==> config.mk <==
export PLATFORM = sky130hd
export DESIGN_NAME = eeprom_xfer_seq
export DESIGN_NICKNAME = d
export VERILOG_FILES = /design/src/rtl/eeprom_seq_pkg.sv /design/src/rtl/eeprom_rst_sync.sv /design/src/rtl/eeprom_chunk_plan.sv /design/src/rtl/eeprom_cmd_build.sv /design/src/rtl/eeprom_wcycle_timer.sv /design/src/rtl/eeprom_xfer_seq.sv
export SDC_FILE = /design/constraint.sdc
export NUM_CORES = 1
export LEC_CHECK = 0
export ABC_AREA = 1
export BUFFER_PORTS_ARGS = -buffer_cell sky130_fd_sc_hd__buf_2
export CAP_MARGIN = 20
export CORE_MARGIN = 1
export CORE_UTILIZATION = 55
export CTS_BUF_LIST = sky130_fd_sc_hd__clkbuf_4 sky130_fd_sc_hd__clkbuf_8
export DETAILED_ROUTE_END_ITERATION = 10
export PLACE_DENSITY_LB_ADDON = 0.25
export SYNTH_ARGS = -nofsm -noshare
export SYNTH_HDL_FRONTEND = slang
export SYNTH_SLANG_ARGS = --single-unit
export TNS_END_PERCENT = 10
==> constraint.sdc <==
create_clock -name clk -period 13 [get_ports clk]
set_input_delay 1.95 -clock clk [delete_from_list [all_inputs] [get_ports clk]]
set_output_delay 1.95 -clock clk [all_outputs]
set_load 0.02 [all_outputs]
==> src/rtl/eeprom_seq_pkg.sv <==
package eeprom_seq_pkg;

  localparam int ADDR_W   = 19;
  localparam int DEV_HI_W = 3;
  localparam logic [3:0] DEV_PREFIX = 4'b1010;

  typedef enum logic [2:0] {
    S_IDLE, S_PLAN, S_CMD, S_RSP, S_WCYC, S_DONE
  } seq_state_e;

  typedef enum logic [2:0] {
    PH_DEVW, PH_OFFH, PH_OFFL, PH_DEVR, PH_DATA
  } phase_e;

  typedef enum logic [1:0] {
    ST_OK        = 2'd0,
    ST_BAD_LIMIT = 2'd1,
    ST_BUS_FAIL  = 2'd2
  } xfer_status_e;

  typedef struct packed {
    logic [7:0] data;
    logic       start;
    logic       stop;
    logic       rd;
  } bm_cmd_t;

endpackage

==> src/rtl/eeprom_rst_sync.sv <==
module eeprom_rst_sync (
  input  logic clk,
  input  logic rst_n,
  output logic rst_sync_n
);
  logic [1:0] stage_q;

  always_ff @(posedge clk or negedge rst_n) begin
    if (!rst_n) stage_q <= 2'b00;
    else        stage_q <= {stage_q[0], 1'b1};
  end

  assign rst_sync_n = stage_q[1];
endmodule

==> src/rtl/eeprom_chunk_plan.sv <==
module eeprom_chunk_plan #(
  parameter int LEN_W     = 16,
  parameter int PAGE_BITS = 8
) (
  input  logic                 is_write,
  input  logic [PAGE_BITS-1:0] addr_lo,
  input  logic [LEN_W-1:0]     remaining,
  input  logic [LEN_W-1:0]     seg_left,
  input  logic                 cap_en,
  input  logic [LEN_W-1:0]     cap,
  output logic [LEN_W-1:0]     seg_len,
  output logic [LEN_W-1:0]     chunk_len
);
  localparam logic [LEN_W-1:0] PAGE_SIZE = LEN_W'(1) << PAGE_BITS;

  logic [LEN_W-1:0] seg_fresh;
  logic [LEN_W-1:0] page_room;

  always_comb begin
    // open a new segment only when the previous one is used up
    seg_fresh = (cap_en && (cap < remaining)) ? cap : remaining;
    seg_len   = (seg_left == '0) ? seg_fresh : seg_left;
    page_room = PAGE_SIZE - LEN_W'(addr_lo);
    chunk_len = (is_write && (page_room < seg_len)) ? page_room : seg_len;
  end
endmodule

==> src/rtl/eeprom_cmd_build.sv <==
module eeprom_cmd_build
  import eeprom_seq_pkg::*;
(
  input  phase_e              phase,
  input  logic                is_read,
  input  logic [ADDR_W-1:0]   addr,
  input  logic [7:0]          wdata,
  input  logic                last_data,
  output bm_cmd_t             cmd
);
  logic [DEV_HI_W-1:0] dev_hi;
  assign dev_hi = addr[ADDR_W-1 -: DEV_HI_W];

  always_comb begin
    cmd = '0;
    unique case (phase)
      PH_DEVW: begin
        cmd.data  = {DEV_PREFIX, dev_hi, 1'b0};
        cmd.start = 1'b1;
      end
      PH_OFFH: cmd.data = addr[15:8];
      PH_OFFL: cmd.data = addr[7:0];
      PH_DEVR: begin
        cmd.data  = {DEV_PREFIX, dev_hi, 1'b1};
        cmd.start = 1'b1;
      end
      PH_DATA: begin
        cmd.data = is_read ? 8'h00 : wdata;
        cmd.rd   = is_read;
        cmd.stop = last_data;
      end
      default: cmd = '0;
    endcase
  end
endmodule

==> src/rtl/eeprom_wcycle_timer.sv <==
module eeprom_wcycle_timer #(
  parameter int WAIT_CYC = 2_500_000
) (
  input  logic clk,
  input  logic rst_n,
  input  logic start,
  output logic fire
);
  localparam int CNT_W = $clog2(WAIT_CYC + 1);
  localparam logic [CNT_W-1:0] LOAD = CNT_W'(WAIT_CYC);

  logic [CNT_W-1:0] cnt_q, cnt_d;
  logic             cnt_en;

  always_comb begin
    cnt_en = start || (cnt_q != '0);
    cnt_d  = start ? LOAD : cnt_q - CNT_W'(1);
  end

  always_ff @(posedge clk or negedge rst_n) begin
    if (!rst_n)      cnt_q <= '0;
    else if (cnt_en) cnt_q <= cnt_d;
  end

  assign fire = (cnt_q == CNT_W'(1));
endmodule

==> src/rtl/eeprom_xfer_seq.sv <==
module eeprom_xfer_seq
  import eeprom_seq_pkg::*;
#(
  parameter int CLK_HZ    = 250_000_000,
  parameter int LEN_W     = 16,
  parameter int PAGE_BITS = 8
) (
  input  logic              clk,
  input  logic              rst_n,
  input  logic              req_valid,
  output logic              req_ready,
  input  logic              req_read,
  input  logic [18:0]       req_addr,
  input  logic [LEN_W-1:0]  req_len,
  input  logic [LEN_W-1:0]  req_rd_limit,
  input  logic [LEN_W-1:0]  req_wr_limit,
  input  logic              wd_valid,
  output logic              wd_ready,
  input  logic [7:0]        wd_data,
  output logic              rd_valid,
  output logic [7:0]        rd_data,
  output logic              bm_valid,
  input  logic              bm_ready,
  output logic [7:0]        bm_byte,
  output logic              bm_start,
  output logic              bm_stop,
  output logic              bm_read,
  input  logic              bm_rsp_valid,
  input  logic              bm_rsp_fail,
  input  logic [7:0]        bm_rsp_data,
  output logic              done,
  output logic [1:0]        done_status,
  output logic [LEN_W-1:0]  done_count
);
  localparam int WAIT_RAW = CLK_HZ / 100;
  localparam int WAIT_CYC = (WAIT_RAW < 1) ? 1 : WAIT_RAW;
  localparam logic [LEN_W-1:0] OFFSET_BYTES = LEN_W'(2);

  logic rst_sync_n;

  seq_state_e        state_q, state_d;
  phase_e            phase_q, phase_d;
  xfer_status_e      status_q, status_d;
  logic              rd_dir_q, rd_dir_d;
  logic              cap_en_q, cap_en_d;
  logic [LEN_W-1:0]  cap_q, cap_d;
  logic [ADDR_W-1:0] addr_q, addr_d;
  logic [LEN_W-1:0]  rem_q, rem_d;
  logic [LEN_W-1:0]  seg_q, seg_d;
  logic [LEN_W-1:0]  chunk_q, chunk_d;
  logic [LEN_W-1:0]  dcnt_q, dcnt_d;
  logic [LEN_W-1:0]  moved_q, moved_d;

  logic [LEN_W-1:0]  sel_limit;
  logic              bad_limit, accept, in_data_wr, last_data;
  logic              rsp_ok, chunk_end, wc_start, wc_fire;
  logic [LEN_W-1:0]  plan_seg, plan_chunk;
  bm_cmd_t           cmd;

  eeprom_rst_sync u_rst (
    .clk        (clk),
    .rst_n      (rst_n),
    .rst_sync_n (rst_sync_n)
  );

  eeprom_chunk_plan #(.LEN_W(LEN_W), .PAGE_BITS(PAGE_BITS)) u_plan (
    .is_write  (!rd_dir_q),
    .addr_lo   (addr_q[PAGE_BITS-1:0]),
    .remaining (rem_q),
    .seg_left  (seg_q),
    .cap_en    (cap_en_q),
    .cap       (cap_q),
    .seg_len   (plan_seg),
    .chunk_len (plan_chunk)
  );

  eeprom_cmd_build u_cmd (
    .phase     (phase_q),
    .is_read   (rd_dir_q),
    .addr      (addr_q),
    .wdata     (wd_data),
    .last_data (last_data),
    .cmd       (cmd)
  );

  eeprom_wcycle_timer #(.WAIT_CYC(WAIT_CYC)) u_wcyc (
    .clk   (clk),
    .rst_n (rst_sync_n),
    .start (wc_start),
    .fire  (wc_fire)
  );

  // ---------------- combinational interface ----------------
  always_comb begin
    sel_limit  = req_read ? req_rd_limit : req_wr_limit;
    bad_limit  = (sel_limit != '0) && (sel_limit <= OFFSET_BYTES);
    req_ready  = (state_q == S_IDLE);
    accept     = req_valid && req_ready;
    in_data_wr = (phase_q == PH_DATA) && !rd_dir_q;
    last_data  = (dcnt_q == LEN_W'(1));

    bm_valid   = (state_q == S_CMD) && (!in_data_wr || wd_valid);
    wd_ready   = (state_q == S_CMD) && in_data_wr && bm_ready;
    bm_byte    = cmd.data;
    bm_start   = cmd.start;
    bm_stop    = cmd.stop;
    bm_read    = cmd.rd;

    rsp_ok     = (state_q == S_RSP) && bm_rsp_valid && !bm_rsp_fail;
    chunk_end  = rsp_ok && (phase_q == PH_DATA) && last_data;
    wc_start   = chunk_end && !rd_dir_q;
    rd_valid   = rsp_ok && (phase_q == PH_DATA) && rd_dir_q;
    rd_data    = bm_rsp_data;

    done        = (state_q == S_DONE);
    done_status = status_q;
    done_count  = moved_q;
  end

  // ---------------- next state ----------------
  always_comb begin
    state_d  = state_q;
    phase_d  = phase_q;
    status_d = status_q;
    rd_dir_d = rd_dir_q;
    cap_en_d = cap_en_q;
    cap_d    = cap_q;
    addr_d   = addr_q;
    rem_d    = rem_q;
    seg_d    = seg_q;
    chunk_d  = chunk_q;
    dcnt_d   = dcnt_q;
    moved_d  = moved_q;

    unique case (state_q)
      S_IDLE: begin
        if (accept) begin
          rd_dir_d = req_read;
          addr_d   = req_addr;
          rem_d    = req_len;
          seg_d    = '0;
          moved_d  = '0;
          cap_en_d = (sel_limit != '0);
          cap_d    = sel_limit - OFFSET_BYTES;
          status_d = ST_OK;
          if (bad_limit) begin
            status_d = ST_BAD_LIMIT;
            state_d  = S_DONE;
          end else if (req_len == '0) begin
            state_d  = S_DONE;
          end else begin
            state_d  = S_PLAN;
          end
        end
      end
      S_PLAN: begin
        seg_d   = plan_seg;
        chunk_d = plan_chunk;
        dcnt_d  = plan_chunk;
        phase_d = PH_DEVW;
        state_d = S_CMD;
      end
      S_CMD: begin
        if (bm_valid && bm_ready) state_d = S_RSP;
      end
      S_RSP: begin
        if (bm_rsp_valid) begin
          if (bm_rsp_fail) begin
            status_d = ST_BUS_FAIL;
            state_d  = S_DONE;
          end else begin
            state_d = S_CMD;
            unique case (phase_q)
              PH_DEVW: phase_d = PH_OFFH;
              PH_OFFH: phase_d = PH_OFFL;
              PH_OFFL: phase_d = rd_dir_q ? PH_DEVR : PH_DATA;
              PH_DEVR: phase_d = PH_DATA;
              default: begin
                if (last_data) begin
                  addr_d  = addr_q + ADDR_W'(chunk_q);
                  rem_d   = rem_q - chunk_q;
                  seg_d   = seg_q - chunk_q;
                  moved_d = moved_q + chunk_q;
                  if (!rd_dir_q)            state_d = S_WCYC;
                  else if (rem_q == chunk_q) state_d = S_DONE;
                  else                      state_d = S_PLAN;
                end else begin
                  dcnt_d = dcnt_q - LEN_W'(1);
                end
              end
            endcase
          end
        end
      end
      S_WCYC: begin
        if (wc_fire) state_d = (rem_q == '0) ? S_DONE : S_PLAN;
      end
      S_DONE:  state_d = S_IDLE;
      default: state_d = S_IDLE;
    endcase
  end

  // ---------------- registers ----------------
  always_ff @(posedge clk or negedge rst_sync_n) begin
    if (!rst_sync_n) begin
      state_q  <= S_IDLE;
      phase_q  <= PH_DEVW;
      status_q <= ST_OK;
      rd_dir_q <= 1'b0;
      cap_en_q <= 1'b0;
      cap_q    <= '0;
      addr_q   <= '0;
      rem_q    <= '0;
      seg_q    <= '0;
      chunk_q  <= '0;
      dcnt_q   <= '0;
      moved_q  <= '0;
    end else begin
      state_q  <= state_d;
      phase_q  <= phase_d;
      status_q <= status_d;
      rd_dir_q <= rd_dir_d;
      cap_en_q <= cap_en_d;
      cap_q    <= cap_d;
      addr_q   <= addr_d;
      rem_q    <= rem_d;
      seg_q    <= seg_d;
      chunk_q  <= chunk_d;
      dcnt_q   <= dcnt_d;
      moved_q  <= moved_d;
    end
  end
endmodule

* Yosys cells after proc, flatten, opt, wreduce, memory -nomap -nowiden
Cells that the tools add are included.
Widths: inputs -> output; s select.
** Word-level totals
- Bits in writable memories :: 0
- Register bits :: 149
- Memories kept :: 0
- Latch bits :: 0
- Output and inout bits :: 42
- Memory bits (read-only) :: 0
- Word-level logic and storage cells :: 146
** Cells by class
- Eq/ne operators :: 22
- Shifts and indexed selects :: 0
- $lt $le $gt $ge :: 3
- Reduce and logical (&&, ||, !) cells :: 39
- Mux-type cells :: 60
- Bitwise logic cells :: 0
- Divide/modulo/power cells :: 0
- $add $sub $neg :: 8
- $mul :: 0
** Operators with widths (count)
- $mux 16 :: 22
- $pmux 16 s2 :: 3
- $mux 19 :: 5
- $logic_not 16->1 :: 3
- $pmux 16 s3 :: 1
- $mux 3 :: 15
- $pmux 8 s5 :: 1
- $pmux 19 s2 :: 1
- $lt 16x16->1 :: 2
- $sub 16x16->16 :: 2
- $eq 22x1->1 const B :: 1
- $mux 22 :: 1
- $reduce_bool 22->1 :: 1
- $sub 22x1->22 const B :: 1
- $add 19x16->19 :: 1
- $add 16x16->16 :: 1
- $eq 16x1->1 const B :: 1
- $eq 16x16->1 :: 1
- $le 16x2->1 const B :: 1
- $reduce_bool 16->1 :: 1
- $sub 16x1->16 const B :: 1
- $sub 16x2->16 const B :: 1
- $logic_and 1x1->1 :: 15
- $pmux 3 s5 :: 1
- other kinds (24) :: 49

* Logic depth before layout (Yosys ltp)
Gate-level depths: netlist of run 1.
- Depth in word-level cells :: 8
- Mapped depth :: 29
- Gate-level depth less buffers :: 27

* Modules after synthesis
From an unflattened synthesis of run 1, not the netlist that was laid out.
** Unflattened totals
- Cell total of the unflattened synthesis :: 2170
- Area, all modules :: 13541.7 um2
** By module, submodules not included
- eeprom_xfer_seq :: sequential area each 3128.0 um2, cells an instance 1658, times used 1, area an instance 10347.4 um2
- eeprom_wcycle_timer :: sequential area each 550.5 um2, cells an instance 196, times used 1, area an instance 1453.9 um2
- eeprom_chunk_plan :: sequential area each 0.0 um2, cells an instance 250, times used 1, area an instance 1370.1 um2
- eeprom_cmd_build :: sequential area each 0.0 um2, cells an instance 63, times used 1, area an instance 316.6 um2
- eeprom_rst_sync :: sequential area each 50.0 um2, cells an instance 3, times used 1, area an instance 53.8 um2

* Worst setup path before layout of run 1
Ideal clock, no wire load.
- Kind :: input -> output
- Start :: input port bm_rsp_fail
- End :: output port rd_valid
- Slack :: 8.247 ns
- Data required time :: 11.050 ns
- Arrival :: 2.803 ns
- Path buffers :: 0
- Stages on the path :: 5
- Cell sequence :: nor2_1 inv_1 nor2_1 inv_1 nor3_1
** Between the ends
- Longest elaborated chain between the ends :: 4
** RTL lines
- start: declaration :: RTL line eeprom_xfer_seq.sv:29 : input logic bm_rsp_fail,
- $logic_not 1->1 :: RTL line eeprom_xfer_seq.sv:109 : rsp_ok = (state_q == S_RSP) && bm_rsp_valid && !bm_rsp_fail;
- $logic_and 1x1->1 :: RTL line eeprom_xfer_seq.sv:109
- $logic_and 1x1->1 (2 in a row) :: RTL line eeprom_xfer_seq.sv:112 : rd_valid = rsp_ok && (phase_q == PH_DATA) && rd_dir_q;
- end: declaration :: RTL line eeprom_xfer_seq.sv:20 : output logic rd_valid,
Every way passes these cells.

* Final worst setup path of run 1
Same ends and word-level chain as after synthesis.

==> parameters.txt, run 1 <==
Parameter                              Value

Run status
  Result of the run ... completed

Global routing
  Largest net degree at the start of global routing ... between 80 and 90
  Initial antenna violation count ... 0
  Met2 usage in global routing ... 55.5%
  Global-route wire length before repair ... between 50 and 60 mm
  Met1 routing resource usage after global routing ... 39.8%
  Overall fraction of global-route tracks in use ... a little under a third
  Met3 GRT Util ... between 3 and 4%
  Sum of overflow across all layers after global routing ... 0
  GR peak layer ... met2
  Number of global-route vias before repair ... around 11000

Die
  Chip width ... around 150 um
  IO Pins ... 133
  Full die area ... roughly 0.022 mm2
  Starting Density ... between 50% and 60%
  Number of cell rows ... 53
  Chip height ... between 100 and 150 um
  Core Area ... ~0.021 mm2

Placement
  Number of port buffers ... about 120
  HPWL reported at the end of detailed placement ... 26.4 mm
  Final estimated routing congestion in global placement ... between 0.9 and 1

Critical path
  Category of the critical setup timing path ... input port to output pin
  Series of cell instances along the critical path ... buf_2 -> nor2_1 -> inv_1 -> nor2_1 -> inv_1 -> nor3_1 -> buf_2
  Worst reg-to-reg path cell count ... 23
  Element type at the critical path end ... output pin
  Highest fanout seen on the critical path ... 3
  Req. time, crit path ... approximately 11 ns
  Kind of launch point of the worst setup path ... input port
  Crit path arrival time ... between 2 and 3 ns
  Slowest stage delay, CP ... 0.19 ns
  Cell with the biggest individual delay on the critical path ... sky130_fd_sc_hd__buf_2

Clocking
  CTS tree ... built
  Worst-Skew Late Latency ... 0.46 ns
  Longest Clk Path Bufs ... 2
  Count of hold buffers inserted by post-cts repair ... 0
  Post-cts sizing count ... 0
  Number of CTS-inserted buffers ... 17
  Clock root buffer ... sky130_fd_sc_hd__clkbuf_8
  Clk sink count ... around 150
  # Post-CTS Setup Buffers ... 0
  Clock edge transition at the registers on the reported setup and hold paths ... roughly 0.10 ns
  Number of H-tree branching levels ... 4

Route
  DRC viols ... 0
  Initial DRC count ... 930
  Total vias in the final route ... between 10000 and 15000
  Post-route antenna net violation count ... 0
  Post-DR vias/cell ... 5.70
  Detailed-route wire length per cell ... 16.5 um
  Total iterations of the first detailed-routing run ... 6
  Final wirelength ... 34.2 mm

Yosys
  Cells taking the most area after synthesis ... sky130_fd_sc_hd__dfrtp_1, sky130_fd_sc_hd__nand2_1, sky130_fd_sc_hd__ha_1, sky130_fd_sc_hd__inv_1, sky130_fd_sc_hd__o21ai_0
  Number of instances in the synthesized netlist ... about 1700
  Library cells used by synthesis ... 60
  Fraction of registers with async set/reset ... 100%
  Synth area leader ... sky130_fd_sc_hd__dfrtp_1
  Number of storage elements in the synthesis netlist ... between 100 and 150
  Mean area per synthesized cell ... between 7 and 8 um2
  Synth Net Count ... between 1500 and 2000
  Number of synthesized flops with an enable pin ... 0
  Area share of the leading cell type in the synthesized netlist ... roughly 31%
  Dominant register cell in the synthesized netlist ... sky130_fd_sc_hd__dfrtp_1
  Synth warnings ... 0
  Synthesized cell area ... ~0.012 mm2
  Post-synthesis sequential area ratio ... approximately 31%

Timing
  Relative slew slack ... 33.1%
  Total negative setup slack ... 0 ns
  Unrepaired setup endpoints after global routing ... no
  Final clock period utilization by the worst path ... a little over a third
  Max Slew Vio Count ... 0
  Hold Vio Cnt, Final ... 0
  Count of final setup violators ... 0
  Period minus WS final ... 4.76 ns
  Achievable Freq ... 210 MHz
  Transition time at the pin with the least slew margin ... 1.00 ns
  Clk_skew ... 0.0149 ns

Run
  Max-cap viol count ... 0

Layout
  Post-Route Utilization ... between 60% and 70%
  Total of fill cells in the finished design ... between 1500 and 2000
  Layout area overhead ... 10.1%
  Most common cell after layout, fill and taps aside ... sky130_fd_sc_hd__nand2_1
  Fin nets ... a little under 2000
  Most frequent cells in the layout ... sky130_fd_sc_hd__nand2_1, sky130_fd_sc_hd__inv_1, sky130_fd_sc_hd__o21ai_0, sky130_fd_sc_hd__nor2_1, sky130_fd_sc_hd__dfrtp_1
  Fraction of layout cells with a size suffix above 1 ... about 11%

Power
  Maximum resistive drop on vdd ... 115 uV
  Leakage power figure ... 6.63 nW
  Total power divided by cell area ... about 270 mW/mm2

Min path
  Worst Hold Class ... flip-flop to async pin
-- synthesized netlist by cell type, drive strengths merged (5+ instances only) --
master and number:
a211oi 5, a21boi 5, a21oi 111, a31oi 6
buf 18, clkbuf 32, dfrtp 149, ha 90
inv 238, mux2i 11, nand2 378, nand3 74
nand4 15, nor2 162, nor3 34, nor4 15
o211ai 20, o21ai 177, o21bai 5, o22ai 25
o31ai 11, or2 11, xnor2 17, xor2 40
-- registers in the layout, summed over array words and instances, names as in the netlist, 16 cells and up --
register	count
u_wcyc.cnt_q	22
dcnt_q	16
cap_q	16
addr_q	19
seg_q	16
rem_q	16
chunk_q	16
done_count	16
-- kinds of logic after synthesis --
group / after synthesis / share of synthesized area, %
simple gates: 699 / 25.1
compound gates: 391 / 18.7
buf+inv: 290 / 9.66
flops: 149 / 31.3
fa+ha+maj: 94 / 10.1
xor+xnor: 57 / 4.19
mux: 11 / 0.924
other cells: 1 / 0.0315
-- power breakdown --
part / internal [mW] / leakage [nW] / switching [mW]
clock network: 0.189 / 0.211 / 0.200
logic: 0.796 / 4.55 / 1.58
registers: 0.638 / 1.87 / 0.182
total: 1.62 / 6.63 / 1.96
-- routing by layer --
| layer | up-vias | part of all wire (%) |
|---|---|---|
| met3 | 70 | 5.6 |
| li1 | 5821 | - |
| met4 | 0 | 3.9 |
| met5 | - | 0 |
| met2 | 442 | 48 |
| met1 | 5489 | 43 |
-- critical path: cells and delay by family --
kind          cells  cell delay (ns)
simple gates      3             0.41
buf+inv           4             0.45
-- through the flow --
| stage | instance area [um2] | instances | hold WS (ns) | setup slack (ns) | power [mW] |
|---|---|---|---|---|---|
| after floorplan | 11900 | 1692 | 0.331 | 8.25 | 2.55 |
| after global placement | 12700 | 2039 | 0.342 | 8.23 | 3.09 |
| after detailed placement | 12700 | 2040 | 0.352 | 8.24 | 3.16 |
| after CTS | 13100 | 2072 | 0.379 | 8.23 | 3.55 |
| after global routing | 13100 | 2073 | 0.214 | 8.15 | 3.92 |
| final | 13100 | 2074 | 0.190 | 8.24 | 3.58 |
-- path summary, 6_finish.rpt --
path,slack (ns),from,to
min reg2reg,0.19,u_rst.stage_q[1]$_DFF_PN0_,u_wcyc.cnt_q[15]$_DFFE_PN0P_
max reg2reg,9.01,rem_q[13]$_DFFE_PN0P_,dcnt_q[3]$_DFFE_PN0P_
min,0.19,u_rst.stage_q[1]$_DFF_PN0_,u_wcyc.cnt_q[15]$_DFFE_PN0P_
min in group clk,0.37,u_rst.stage_q[0]$_DFF_PN0_,u_rst.stage_q[1]$_DFF_PN0_
max,8.24,bm_rsp_fail,rd_valid
max in group asynchronous,11.29,u_rst.stage_q[1]$_DFF_PN0_,done_count[11]$_DFFE_PN0P_
-- final cells by class --
class | instances | area [um2] | area share [%]
diodes | 1 | 2.50 | 0.0191
inverters | 240 | 901 | 6.86
well taps | 275 | 344 | 2.62
clock buffers | 20 | 275 | 2.10
repair buffers | 124 | 668 | 5.09
multi-input cells | 1253 | 7060 | 53.8
flip-flops and latches | 149 | 3730 | 28.4
clock inverters | 12 | 143 | 1.09
(Power assumes the default switching activity.)
==> run 2: changes to the inputs <==
- ABC_AREA: 1 -> 0
- clock period: 13 -> 4.5 ns (I/O delays scaled with it)
==> run 2 against run 1 <==
Net effect: wire length rose by 4.0%; largest power group unchanged; highest routed layer unchanged; global-route usage rose by 1.8 points; via count down 4.5%; flip-flop and latch count unchanged; non-clock buffer count rose by 31; synthesized cell count fell by 16%; clock-buffer cell count shrank 3; synthesized area is 3.1% lower.
==> parameters.txt, run 2 <==
Parameter                              Value

Timing
  Achievable Freq ... ~240 MHz
  Final clock period utilization by the worst path ... around 94%
  Unrepaired setup endpoints after global routing ... no
  Clk_skew ... 0.0183 ns (+0.00338 ns)
  Period minus WS final ... between 4 and 5 ns
  Total negative setup slack ... 0 ns (unchanged)
  Count of final setup violators ... 0 (unchanged)
  Max Slew Vio Count ... 0 (unchanged)
  Relative slew slack ... 32.1% (-1.0 points)
  Transition time at the pin with the least slew margin ... 1.02 ns (+0.0140 ns)
  Hold Vio Cnt, Final ... 0 (unchanged)

Yosys
  Synth area leader ... sky130_fd_sc_hd__dfrtp_1
  Library cells used by synthesis ... 76 (+27%)
  Area share of the leading cell type in the synthesized netlist ... 32.3% (+0.99 points)
  Post-synthesis sequential area ratio ... 32.3% (+0.99 points)
  Leading post-synthesis cells by instance count ... sky130_fd_sc_hd__nand2_1, sky130_fd_sc_hd__dfrtp_1, sky130_fd_sc_hd__o21ai_0
  Number of storage elements in the synthesis netlist ... 149 (unchanged)
  Synthesized cell area ... 0.0116 mm2 (-3.1%)
  Fraction of registers with async set/reset ... 100% (unchanged)
  Cells taking the most area after synthesis ... sky130_fd_sc_hd__dfrtp_1, sky130_fd_sc_hd__ha_1, sky130_fd_sc_hd__nand2_1, sky130_fd_sc_hd__o21ai_0, sky130_fd_sc_hd__a21oi_1
  Synth Net Count ... 1604 (-15%)
  Synth warnings ... 0 (unchanged)
  Number of instances in the synthesized netlist ... 1419 (-16%)
  Dominant register cell in the synthesized netlist ... sky130_fd_sc_hd__dfrtp_1
  Mean area per synthesized cell ... 8.14 um2 (+16%)
  Number of synthesized flops with an enable pin ... 0 (unchanged)
  Cell with the most instances after synthesis ... sky130_fd_sc_hd__nand2_1

Run status
  Result of the run ... completed

Clocking
  Number of H-tree branching levels ... 4 (unchanged)
  CTS tree ... built
  Worst-Skew Late Latency ... 0.49 ns (+0.03 ns)
  Number of CTS-inserted buffers ... 17 (unchanged)
  Clk sink count ... 149 (unchanged)
  Clock edge transition at the registers on the reported setup and hold paths ... 0.10 ns (about the same)
  Clock root buffer ... sky130_fd_sc_hd__clkbuf_8
  Longest Clk Path Bufs ... 2 (unchanged)

Layout
  Total of fill cells in the finished design ... 1800 (-8.3%)
  Most frequent cells in the layout ... sky130_fd_sc_hd__nand2_1, sky130_fd_sc_hd__dfrtp_1, sky130_fd_sc_hd__o21ai_0, sky130_fd_sc_hd__buf_2, sky130_fd_sc_hd__a21oi_1
  Fraction of layout cells with a size suffix above 1 ... 14.6% (+3.4 points)
  Most common cell after layout, fill and taps aside ... sky130_fd_sc_hd__nand2_1
  Antenna Diode Count ... 0 (-1)
  Registers with the most flip-flops ... u_wcyc.cnt_q x22, addr_q x19
  Top reg by flops ... u_wcyc.cnt_q
  Layout area overhead ... 11.7%
  Fin nets ... 1714 (-13%)
  Flip-flop count of the largest register, all copies and words added ... 22 (unchanged)
  Post-Route Utilization ... 63.1% (+1.1 points)

Critical path
  Element type at the critical path end ... flip-flop
  Req. time, crit path ... 4.90 ns (-6.15 ns)
  Slowest stage delay, CP ... 0.41 ns (+0.22 ns)
  Series of cell instances along the critical path ... inv_2 -> ha_1 -> and2_1 -> a221oi_2 -> o21ai_2 -> a21oi_2 -> buf_6 -> nand2_1 -> a21oi_1 -> nor2_1 -> ha_1 -> a21o_1 -> a21o_1 -> a211o_1 -> a41o_1 -> o211ai_1 -> nor3_1 -> a41o_2 -> mux2i_1 -> a221oi_2
  Kind of launch point of the worst setup path ... flip-flop
  Highest fanout seen on the critical path ... 11 (+8)
  Category of the critical setup timing path ... flip-flop to flip-flop
  Number of buffers and inverters on the critical path ... 2 (-2)
  Cell with the biggest individual delay on the critical path ... sky130_fd_sc_hd__dfrtp_1
  Dominant delay contributor by cell family on the critical path ... compound AO/OA/AOI/OAI gates
  Crit path arrival time ... 4.64 ns (+1.83 ns)

Die
  Core Area ... 0.0204 mm2 (-3.4%)
  Chip height ... 147 um (-1.5%)
  Chip width ... 147 um (-1.5%)
  Number of cell rows ... 52 (-1.9%)
  IO Pins ... 133 (unchanged)
  Full die area ... 0.0216 mm2 (-3.0%)
  Starting Density ... 56.5% (+0.21 points)

Min path
  Worst Hold Class ... flip-flop to flip-flop

Placement
  Number of port buffers ... 116 (unchanged)
  Final estimated routing congestion in global placement ... 0.980 (+0.46%)
  HPWL reported at the end of detailed placement ... 26.8 mm (+1.5%)

Route
  Total iterations of the first detailed-routing run ... 7 (+1)
  Detailed-route wire length per cell ... 19.6 um (+19%)
  Total vias in the final route ... 11300 (-4.5%)
  DRC viols ... 0 (unchanged)
  Post-route antenna net violation count ... 0 (unchanged)
  Post-DR vias/cell ... 6.23 (+9.3%)
  Final wirelength ... 35.5 mm (+4.0%)
  Initial DRC count ... 1093 (+18%)

Power
  Total power divided by cell area ... 761 mW/mm2 (+180%)
  Maximum resistive drop on vdd ... 305 uV (+170%)
  Leakage power figure ... 5.87 nW (-12%)

Global routing
  Overall fraction of global-route tracks in use ... 33.7% (+1.8 points)
  Number of global-route vias before repair ... 10600 (-4.7%)
  Initial antenna violation count ... 0 (unchanged)
  Global-route wire length before repair ... 56.9 mm (+2.7%)
  Sum of overflow across all layers after global routing ... 0 (unchanged)
  Largest net degree at the start of global routing ... 148 (+83%)

Run
  Max-cap viol count ... 0 (unchanged)
run 2: area by class of cell:
| class | instances | area, um2 | share of cell area (%) |
|---|---|---|---|
| multi-input cells | 1133 | 7290 | 56.5 |
| flip-flops and latches | 149 | 3730 | 28.9 |
| repair buffers | 155 | 892 | 6.92 |
| well taps | 270 | 338 | 2.62 |
| inverters | 73 | 274 | 2.12 |
| clock buffers | 17 | 234 | 1.81 |
| clock inverters | 15 | 140 | 1.09 |
run 2: per-stage QoR:
step / total power, mW / std cells / setup slack (ns) / cell area, um2 / hold WS, ns
2_1_floorplan: 6.79 / 1419 / 0.0411 / 11600 / 0.331
4_1_cts: 9.64 / 1811 / 0.0832 / 12900 / 0.366
6_report: 9.82 / 1812 / 0.262 / 12900 / 0.364
3_3_place_gp: 8.45 / 1778 / 0.222 / 12500 / 0.339
5_1_grt: 10.6 / 1812 / 0.00719 / 12900 / 0.385
3_5_place_dp: 8.57 / 1778 / 0.107 / 12500 / 0.344
run 2: cell families after synthesis:
group / Yosys count / share of synthesized area [%]
flops: 149 / 32.3
xor+xnor: 77 / 5.84
other cells: 1 / 0.0325
simple gates: 493 / 20.3
fa+ha+maj: 94 / 10.4
buf+inv: 137 / 4.83
mux: 20 / 1.79
compound gates: 448 / 24.5
run 2: timing repair:
action                     4_1_cts  5_1_grt
setup endpoints to repair        0       22
buffers inserted                 0        1
resized for setup                0        8
hold endpoints to repair         2        0
hold buffers                     1        0
run 2: final timing paths:
check,startpoint,endpoint,slack (ns),depth (start not counted)
setup / recovery,rem_q[7]$_DFFE_PN0P_,dcnt_q[1]$_DFFE_PN0P_,0.26,20
hold / removal,u_rst.stage_q[0]$_DFF_PN0_,u_rst.stage_q[1]$_DFF_PN0_,0.36,0
setup reg to reg,rem_q[7]$_DFFE_PN0P_,dcnt_q[1]$_DFFE_PN0P_,0.26,20
hold reg to reg,u_rst.stage_q[0]$_DFF_PN0_,u_rst.stage_q[1]$_DFF_PN0_,0.36,0
max in group asynchronous,u_rst.stage_q[1]$_DFF_PN0_,done_count[2]$_DFFE_PN0P_,3.38,1
min in group asynchronous,u_rst.stage_q[1]$_DFF_PN0_,u_wcyc.cnt_q[0]$_DFFE_PN0P_,0.46,1
run 2: layer usage:
| metal | wire [um] | part of all wire [%] | GRT usage, % | up-vias |
|---|---|---|---|---|
| met5 | 0 | 0 | 0 | - |
| met4 | 1430 | 4.0 | 15.2 | 0 |
| met3 | 3150 | 8.9 | 6.86 | 113 |
| met2 | 15700 | 44 | 52.1 | 528 |
| met1 | 15300 | 43 | 45.6 | 5286 |
| li1 | - | - | - | 5358 |
run 2: where the power goes:
group | switching, mW | internal (mW)
registers | 0.698 | 1.82
logic | 3.76 | 2.49
clock network | 0.640 | 0.404
